`src/rtl/xpt_pkg.sv`:
```
package xpt_pkg;

  typedef enum logic {
    LOAD_PAR = 1'b0,
    LOAD_SER = 1'b1
  } load_mode_e;

  // Width of one connection word for a given input count: index plus enable.
  function automatic int word_width(input int n_in);
    return $clog2(n_in) + 1;
  endfunction

endpackage

```
`src/rtl/xpt_sync.sv`:
```
module xpt_sync #(
  parameter int          W      = 1,
  parameter int          STAGES = 2,
  parameter logic [W-1:0] INIT  = '0
) (
  input  logic         clk,
  input  logic         rst_n,
  input  logic [W-1:0] d,
  output logic [W-1:0] q
);

  logic [W-1:0] stg [STAGES];

  always_ff @(posedge clk) begin
    if (!rst_n) begin
      for (int i = 0; i < STAGES; i++) stg[i] <= INIT;
    end else begin
      stg[0] <= d;
      for (int i = 1; i < STAGES; i++) stg[i] <= stg[i-1];
    end
  end

  assign q = stg[STAGES-1];

endmodule

```
`src/rtl/xpt_first_rank.sv`:
```
module xpt_first_rank #(
  parameter int N_OUT  = 16,
  parameter int WORD_W = 6,
  parameter int ADDR_W = 4,
  localparam int TOTAL = N_OUT * WORD_W
) (
  input  logic              clk,
  input  logic              rst_n,
  input  logic              clr,
  input  logic              shift_en,
  input  logic              shift_bit,
  input  logic              wr_en,
  input  logic [ADDR_W-1:0] wr_addr,
  input  logic [WORD_W-1:0] wr_word,
  output logic [TOTAL-1:0]  rank_o,
  output logic              chain_out_o
);

  logic [TOTAL-1:0] rank_q;

  always_ff @(posedge clk) begin
    if (!rst_n || clr) begin
      rank_q <= '0;
    end else if (shift_en) begin
      rank_q <= {rank_q[TOTAL-2:0], shift_bit};
    end else if (wr_en) begin
      for (int k = 0; k < N_OUT; k++) begin
        if (wr_addr == ADDR_W'(k)) rank_q[k*WORD_W +: WORD_W] <= wr_word;
      end
    end
  end

  assign rank_o      = rank_q;
  assign chain_out_o = rank_q[TOTAL-1];

  a_r2_shift_in: assert property (@(posedge clk) disable iff (!rst_n)
    (shift_en && !clr) |=> rank_q[0] == $past(shift_bit));

  a_r3_shift_along: assert property (@(posedge clk) disable iff (!rst_n)
    (shift_en && !clr) |=> rank_q[TOTAL-1:1] == $past(rank_q[TOTAL-2:0]));

  a_r7_clear_first: assert property (@(posedge clk) disable iff (!rst_n)
    clr |=> rank_q == '0);

  a_r5_idle_stable: assert property (@(posedge clk) disable iff (!rst_n)
    (!shift_en && !wr_en && !clr) |=> $stable(rank_q));

  for (genvar k = 0; k < N_OUT; k++) begin : g_word_chk
    a_r4_other_words: assert property (@(posedge clk) disable iff (!rst_n)
      (wr_en && !shift_en && !clr && wr_addr != ADDR_W'(k))
        |=> $stable(rank_q[k*WORD_W +: WORD_W]));
  end

endmodule

```
`src/rtl/xpt_live_rank.sv`:
```
module xpt_live_rank #(
  parameter int TOTAL = 96
) (
  input  logic             clk,
  input  logic             rst_n,
  input  logic             clr,
  input  logic             xfer,
  input  logic [TOTAL-1:0] first_i,
  output logic [TOTAL-1:0] live_o
);

  logic [TOTAL-1:0] live_q;

  always_ff @(posedge clk) begin
    if (!rst_n || clr) live_q <= '0;
    else if (xfer)     live_q <= first_i;
  end

  assign live_o = live_q;

  a_r6_follow: assert property (@(posedge clk) disable iff (!rst_n)
    (xfer && !clr) |=> live_q == $past(first_i));

  a_r6_hold: assert property (@(posedge clk) disable iff (!rst_n)
    (!xfer && !clr) |=> $stable(live_q));

  a_r7_clear_live: assert property (@(posedge clk) disable iff (!rst_n)
    clr |=> live_q == '0);

endmodule

```
`src/rtl/xpt_decode.sv`:
```
module xpt_decode #(
  parameter int N_OUT  = 16,
  parameter int N_IN   = 32,
  parameter int WORD_W = 6,
  localparam int IDX_W = WORD_W - 1
) (
  input  logic [N_OUT*WORD_W-1:0] live_i,
  output logic [N_OUT*N_IN-1:0]   sel_o,
  output logic [N_OUT-1:0]        en_o
);

  for (genvar k = 0; k < N_OUT; k++) begin : g_row
    logic [WORD_W-1:0] word;
    logic [N_IN-1:0]   row;

    assign word = live_i[k*WORD_W +: WORD_W];

    always_comb begin
      row = '0;
      for (int i = 0; i < N_IN; i++) begin
        if (word[WORD_W-1] && word[IDX_W-1:0] == IDX_W'(i)) row[i] = 1'b1;
      end
    end

    assign sel_o[k*N_IN +: N_IN] = row;
    assign en_o[k]               = word[WORD_W-1];
  end

endmodule

```
`src/rtl/xpt_ctrl.sv`:
```
module xpt_ctrl #(
  parameter int N_OUT       = 16,
  parameter int N_IN        = 32,
  parameter int SYNC_STAGES = 2,
  localparam int WORD_W     = xpt_pkg::word_width(N_IN),
  localparam int ADDR_W     = $clog2(N_OUT),
  localparam int TOTAL      = N_OUT * WORD_W
) (
  input  logic                    clk,
  input  logic                    rst_n,
  input  logic                    mode_ser_i,
  input  logic                    ser_clk_i,
  input  logic                    ser_di_i,
  output logic                    ser_do_o,
  input  logic                    wr_n_i,
  input  logic [ADDR_W-1:0]       wr_addr_i,
  input  logic [WORD_W-1:0]       wr_word_i,
  input  logic                    upd_n_i,
  input  logic                    clr_n_i,
  output logic [N_OUT*N_IN-1:0]   in_sel_o,
  output logic [N_OUT-1:0]        out_en_o
);

  import xpt_pkg::*;

  localparam int STB_W = 4;
  localparam int DAT_W = 2 + ADDR_W + WORD_W;

  // Strobes idle high; they synchronize with an all-ones reset value.
  logic [STB_W-1:0] stb_raw, stb_s;
  logic [DAT_W-1:0] dat_raw, dat_s;

  assign stb_raw = {ser_clk_i, wr_n_i, upd_n_i, clr_n_i};
  assign dat_raw = {mode_ser_i, ser_di_i, wr_addr_i, wr_word_i};

  xpt_sync #(.W(STB_W), .STAGES(SYNC_STAGES), .INIT('1)) u_sync_stb (
    .clk(clk), .rst_n(rst_n), .d(stb_raw), .q(stb_s));

  xpt_sync #(.W(DAT_W), .STAGES(SYNC_STAGES), .INIT('0)) u_sync_dat (
    .clk(clk), .rst_n(rst_n), .d(dat_raw), .q(dat_s));

  logic              sclk_s, wr_n_s, upd_n_s, clr_n_s;
  load_mode_e        mode_s;
  logic              sdi_s;
  logic [ADDR_W-1:0] addr_s;
  logic [WORD_W-1:0] word_s;

  assign {sclk_s, wr_n_s, upd_n_s, clr_n_s} = stb_s;
  assign mode_s = load_mode_e'(dat_s[DAT_W-1]);
  assign sdi_s  = dat_s[DAT_W-2];
  assign addr_s = dat_s[WORD_W +: ADDR_W];
  assign word_s = dat_s[WORD_W-1:0];

  // Falling-edge detection in the clock domain.
  logic sclk_d, wr_n_d;
  always_ff @(posedge clk) begin
    if (!rst_n) begin
      sclk_d <= 1'b1;
      wr_n_d <= 1'b1;
    end else begin
      sclk_d <= sclk_s;
      wr_n_d <= wr_n_s;
    end
  end

  logic shift_fire, wr_fire, clr, xfer;
  assign shift_fire = sclk_d & ~sclk_s & (mode_s == LOAD_SER);
  assign wr_fire    = wr_n_d & ~wr_n_s & (mode_s == LOAD_PAR);
  assign clr        = ~clr_n_s;
  assign xfer       = ~upd_n_s;

  logic [TOTAL-1:0] first_rank, live_rank;

  xpt_first_rank #(.N_OUT(N_OUT), .WORD_W(WORD_W), .ADDR_W(ADDR_W)) u_first (
    .clk(clk), .rst_n(rst_n), .clr(clr),
    .shift_en(shift_fire), .shift_bit(sdi_s),
    .wr_en(wr_fire), .wr_addr(addr_s), .wr_word(word_s),
    .rank_o(first_rank), .chain_out_o(ser_do_o));

  xpt_live_rank #(.TOTAL(TOTAL)) u_live (
    .clk(clk), .rst_n(rst_n), .clr(clr), .xfer(xfer),
    .first_i(first_rank), .live_o(live_rank));

  xpt_decode #(.N_OUT(N_OUT), .N_IN(N_IN), .WORD_W(WORD_W)) u_dec (
    .live_i(live_rank), .sel_o(in_sel_o), .en_o(out_en_o));

  a_r5_modes_exclusive: assert property (@(posedge clk) disable iff (!rst_n)
    !(shift_fire && wr_fire));

  a_r1_reset_quiet: assert property (@(posedge clk)
    !rst_n |=> (out_en_o == '0 && in_sel_o == '0 && !ser_do_o));

  for (genvar k = 0; k < N_OUT; k++) begin : g_sel_chk
    a_r8_row_onehot: assert property (@(posedge clk) disable iff (!rst_n)
      $onehot0(in_sel_o[k*N_IN +: N_IN]));
    a_r9_en_matches_row: assert property (@(posedge clk) disable iff (!rst_n)
      out_en_o[k] == ($countones(in_sel_o[k*N_IN +: N_IN]) == 1));
  end

endmodule

```
`config.mk`:
```
export PLATFORM = sky130hd
export DESIGN_NAME = xpt_ctrl
export DESIGN_NICKNAME = d
export VERILOG_FILES = /design/src/rtl/xpt_pkg.sv /design/src/rtl/xpt_sync.sv /design/src/rtl/xpt_first_rank.sv /design/src/rtl/xpt_live_rank.sv /design/src/rtl/xpt_decode.sv /design/src/rtl/xpt_ctrl.sv
export SDC_FILE = /design/constraint.sdc
export NUM_CORES = 1
export LEC_CHECK = 0
export BUFFER_PORTS_ARGS = -buffer_cell sky130_fd_sc_hd__buf_2
export CORE_AREA = 2 2 211 213
export CTS_CLUSTER_DIAMETER = 80
export DETAILED_ROUTE_END_ITERATION = 10
export DIE_AREA = 0 0 213 215
export PLACE_DENSITY = 0.54
export SYNTH_ARGS = -nofsm -noshare
export SYNTH_HDL_FRONTEND = slang
export SYNTH_HIERARCHICAL = 1
export SYNTH_SLANG_ARGS = --single-unit
```
`constraint.sdc`:
```
create_clock -name clk -period 3 [get_ports clk]
set_input_delay 0.6 -clock clk [delete_from_list [all_inputs] [get_ports clk]]
set_output_delay 0.6 -clock clk [all_outputs]
set_load 0.02 [all_outputs]
```
==> results.yml, run 1 <==
setup_path:
  reg2reg_to: "u_first/rank_o[75]"
  r2r_slack_ns: 0.96
  worstPathArrival_ns: 1.92
  cp.required_ns: 2.40
  reg2reg_from: "u_sync_stb/stg[0][7]"
  crit_path_start_kind: "flop"
  critPathMaxFanout: 10
  crit_path_end_kind: "primary output"
  reg2reg_depth: 4
  crit_type: "flop to primary output"
cells_and_area:
  final_core_util: 0.374
  drive_above_1_share: 0.308
  layout.nets: 2090
  area_growth_pct: 26.9
  num-fill-cells: 4564
yosys:
  synthFlopType: "dfxtp_1"
  avgSynthCellArea_um2: 7.78
  yosys-top-cells-area: "dfxtp_1, nor2_1, a211oi_1"
  synth_top_cell_area_share: 0.351
  async_reset_ff_frac: 0
  synth_edf_count: 0
  yosysMostFrequentCell: "nor2_1"
  yosysTopAreaCell: "dfxtp_1"
  ys_warn_count: 6
  synth_cells: 1654
  synth-seq-area-share: 0.351
  synth_area_um2: 12900
  synth-seq-cells: 226
  synth_nets: 1672
  yosysUniqueCellTypes: 39
  synth_commonest_cells: "nor2_1, dfxtp_1, a211oi_1, mux2i_1, a21oi_1"
routing:
  wl_met1_um: 18000
  vias_per_cell: 4.92
  drt_iter0_drc: 798
  drc: 0
  met3_length_um: 1800
  wl_met2_um: 19900
  topRoutingLayerUsed: "met4"
  routed_wl_um: 40200
  routedWlPerCell_um: 15.0
  ant_nets: 0
  vias: 13200
  dr.pass1.iters: 5
timing:
  fin_crit_sh: 0.838
  relSlewSlack: 0.477
  worst_pin_slew_ns: 0.783
  fin_crit_ns: 2.52
  hold_viol: 0
  report.final.slew_viol_count: 0
  setup_violations: 0
  fin_tns_setup_ns: 0
  rsz0062_at_grt: "no"
  clock.fmax_mhz: 398
  fin_skew_ns: 0.00892
hold_path:
  hold_path_class: "primary input to flop"
  min_to: "u_sync_stb/stg[0][2]"
  holdPathStages: 2
  min-delay-start: "wr_n_i"
cts:
  root_buffer: "clkbuf_16"
  h-tree-depth: 1
  cts_resized: 0
  clock_sinks: 226
  insertion_delay_ns: 0.51
  cts_buffers: 24
  postCtsSetupBuffers: 0
  cts_tree: "yes"
  clockBufferDepth: 3
  hold_buffers: 0
  path_clk_slew_ns: 0.06
floorplanning:
  die_h_um: 215
  ios: 547
  core_um2: 43600
  row_count: 77
  die_w_um: 213
  start_util: 0.295
  dieArea_um2: 45800
global_route:
  track_usage: 0.160
  antenna_found_initial: 1
  grt_pass1_wl_um: 61400
  gr-total-overflow: 0
  grt_max_degree: 105
  grt_pass1_vias: 11400
power_and_ir_drop:
  p_per_area_nw_per_um2: 389
  p_leak_uw: 0.00709
  max-vdd-ir-drop_mv: 0.294
placed_design:
  place.gp.congestion: 0.735
  portBuffers: 546
  dp_hpwl_um: 28600
flow_run:
  drv_cap: 0
outcome:
  outcome: "completed"
state kept, by name, summed over array words and instances, names as in the netlist:
| register | count |
|---|---|
| u_first/rank_o | 96 |
| u_live/live_o | 96 |
| u_sync_dat/stg | 24 |
| u_sync_stb/stg | 8 |
| sclk_d | 1 |
| wr_n_d | 1 |
cells by family after synthesis:
logic type | Yosys count | share of synthesized area
compound gates | 303 | 0.160
buf+inv | 175 | 0.0827
mux | 96 | 0.0746
flops | 226 | 0.351
simple gates | 854 | 0.331
metal layers:
metal,global-route usage,vias to the layer above
met5,0,-
met4,0.0317,0
met3,0.0148,49
met2,0.287,369
met1,0.207,6199
li1,-,6579
placed cells by master, fill, tap and decap left out, drive strengths merged, types with 17 or more instances in the layout:
cell type,n
a21oi,90
nand2b,44
nand4b,48
nand4bb,48
nor2,609
or2,17
a211oi,180
and2,25
clkbuf,31
dfxtp,226
mux2i,96
buf,559
critical path, stage by stage, from the launching register on:
cell and delay (ns):
dfxtp_1 0.56, or4b_1 0.54, nor2_1 0.13, buf_2 0.17
through the flow:
stage / setup slack, ns / area [µm²] / total power [µW] / cells / hold WS, ns
after detailed placement: 0.760 / 15500 / 3430 / 2638 / 0.396
after global placement: 0.782 / 15500 / 3420 / 2638 / 0.397
after global routing: 0.357 / 16300 / 6610 / 2683 / 0.262
after floorplan: 1.13 / 12900 / 3370 / 1654 / 0.386
after CTS: 0.455 / 16300 / 6440 / 2682 / 0.251
final: 0.485 / 16300 / 6350 / 2683 / 0.270
report_power, final:
group	total [µW]	switching [µW]	internal [µW]	leakage, µW
Sequential	3070	31.2	3040	0.00183
Combinational	290	191	99.1	0.00485
Clock	2990	1200	1790	0.000407
Total	6350	1420	4930	0.00709
cell type report:
type	count	area (µm²)	area share
multi-input cells	1253	7360	0.450
flip-flops and latches	226	4520	0.277
repair buffers	559	2870	0.176
diodes	1	2.50	0.000153
inverters	8	35.0	0.00214
clock buffers	31	688	0.0421
well taps	592	741	0.0453
clock inverters	13	121	0.00743
how the worst max path moves through the flow:
stage                           start           endpoint  slack, ns  cells after the start
finish              u_live/live_o[65]      in_sel_o[321]       0.48                      3
global route        u_live/live_o[29]      in_sel_o[130]       0.36                      3
CTS                 u_live/live_o[65]      in_sel_o[321]       0.45                      3
detailed placement              rst_n  u_live/live_o[51]       0.76                      4
global placement                rst_n  u_live/live_o[51]       0.78                      4
floorplan           u_live/live_o[23]       in_sel_o[96]       1.13                      2
Note: power is estimated with default switching activity, not from simulation.
==> inputs of run 2 (changes only) <==
- PLACE_DENSITY: 0.54 -> 0.56
- clock period: 3 -> 2.2 ns (I/O delays scaled with it)
==> run 2 against run 1 <==
Against the previous run: combinational power up 49%; clock skew up 0.0048 ns; largest cell class unchanged; die area unchanged; final area up 8.7%; highest routed layer unchanged; critical path depth up 1; register-to-register slack worse by 0.58 ns; largest power group is now clock; first-iteration DRC count up 8.5%; routed wire length up 3.0%; core utilization up 3.2 points; the flow now finishes with violations (negative setup slack); global-route usage up 0.37 points; non-clock buffer count up 48; via count up 3.1%.
==> results.yml, run 2 (synthesis gave the netlist of run 1 again) <==
cts:
  h-tree-depth: 1
  root_buffer: "clkbuf_16"
  cts_tree: "yes"
  path_clk_slew_ns: 0.06
  insertion_delay_ns: 0.53
  hold_buffers: 0
  clockBufferDepth: 3
  clock_sinks: 226
  cts_buffers: 27
floorplanning:
  start_util: 0.295
  dieArea_um2: 45800
  ios: 547
  core_um2: 43600
  row_count: 77
  die_w_um: 213
  die_h_um: 215
placed_design:
  place.gp.congestion: 0.793
  place_inst: 2660
  dp_hpwl_um: 28700
  portBuffers: 546
cells_and_area:
  drive_above_1_share: 0.382
  num-fill-cells: 4489
  area_growth_pct: 37.9
  fin_cells: 2735
  final_common_cell: "nor2_1"
  layout.nets: 2141
  final_cell_mix: "nor2_1, buf_2, a211oi_1"
  final_core_util: 0.407
routing:
  routed_wl_um: 41400
  drc: 0
  drt_iter0_drc: 866
  ant_nets: 0
  vias: 13600
  dr.pass1.iters: 4
  routedWlPerCell_um: 15.1
  vias_per_cell: 4.98
outcome:
  outcome: "finished, violations left"
  violations: "negative setup slack"
setup_path:
  cp.required_ns: 1.76
  critPathMaxFanout: 8
  slowest_delay_ns: 0.37
  crit_type: "flop to primary output"
  worst_path_max_delay_cell: "dfxtp_4"
  reg2reg_depth: 4
  worstPathArrival_ns: 1.78
  cp_cell_sequence: "buf_4 > nand4bb_1 > nor2_1 > buf_2"
  crit_path_end_kind: "primary output"
  crit_path_start_kind: "flop"
hold_path:
  holdPathStages: 2
  hold_path_class: "primary input to flop"
timing:
  report.final.slew_viol_count: 0
  finalWorstSetupSlack_ns: -0.0224
  clock.fmax_mhz: 450
  hold_viol: 0
  fin_crit_ns: 2.22
  fin_crit_sh: 1.01
  worst_pin_slew_ns: 0.725
  fin_skew_ns: 0.0137
  setup_violations: 6
  fin_tns_setup_ns: -0.0596
  relSlewSlack: 0.516
  rsz0062_at_grt: "yes"
power_and_ir_drop:
  power_uw: 9230
  p_per_area_nw_per_um2: 520
  p_leak_uw: 0.00753
  max-vdd-ir-drop_mv: 0.493
global_route:
  grt_pass1_wl_um: 62800
  antenna_found_initial: 1
  grt_max_degree: 97
  grt_pass1_vias: 11900
  gr-total-overflow: 0
  track_usage: 0.164
flow_run:
  drv_cap: 0
==> run 2: worst max-delay path: cells and delay by family (launching register included) <==
family	cells	cell delay [ns]
simple gates	2	0.53
buf+inv	2	0.35
flops	1	0.37
==> run 2: repair_timing <==
action / CTS / global route
setup buffers: 4 / 22
endpoints found under the setup margin: 64 / 64
pin swaps: 14 / 42
gates resized for setup: 149 / 159
==> run 2: path summary, 6_finish.rpt <==
path	end	startpoint	slack [ns]
worst max-delay path	in_sel_o[496]	u_live/live_o[92]	-0.02
worst min-delay path	u_sync_stb/stg[0][0]	clr_n_i	0.1
worst min register to register	u_sync_stb/stg[0][4]	u_sync_stb/stg[0][0]	0.41
worst max register to register	u_first/rank_o[92]	u_sync_stb/stg[0][7]	0.38
==> run 2: layout make-up <==
class,instances,area (µm²),share of cell area
Multi-Input combinational cell,1253,7740,0.436
Sequential cell,226,4680,0.264
Timing Repair Buffer,607,3630,0.204
Tap cell,592,741,0.0417
Clock buffer,34,722,0.0407
Clock inverter,14,205,0.0116
Inverter,8,35.0,0.00197
Antenna cell,1,2.50,0.000141
==> run 2: stage by stage <==
stage | area (µm²) | worst slack, ns | hold WS, ns
final | 17800 | -0.0224 | 0.0981
after global routing | 17800 | -0.0693 | 0.0773
after CTS | 17100 | -0.0214 | 0.0660
after detailed placement | 15800 | 0.383 | 0.397
after global placement | 15800 | 0.418 | 0.391
after floorplan | 12900 | 0.493 | 0.386
==> run 2: where the power goes <==
group | internal [µW] | switching, µW | leakage, µW
Sequential | 4110 | 41.5 | 0.00187
Clock | 2900 | 1740 | 0.000456
Combinational | 156 | 276 | 0.00520
==> run 2: routing by layer <==
layer / vias to the layer above / share of wire / track usage
met5: - / 0 / 0
met4: 0 / 0.021 / 0.0401
met3: 58 / 0.046 / 0.0172
met2: 381 / 0.51 / 0.293
met1: 6488 / 0.42 / 0.208
li1: 6681 / - / -
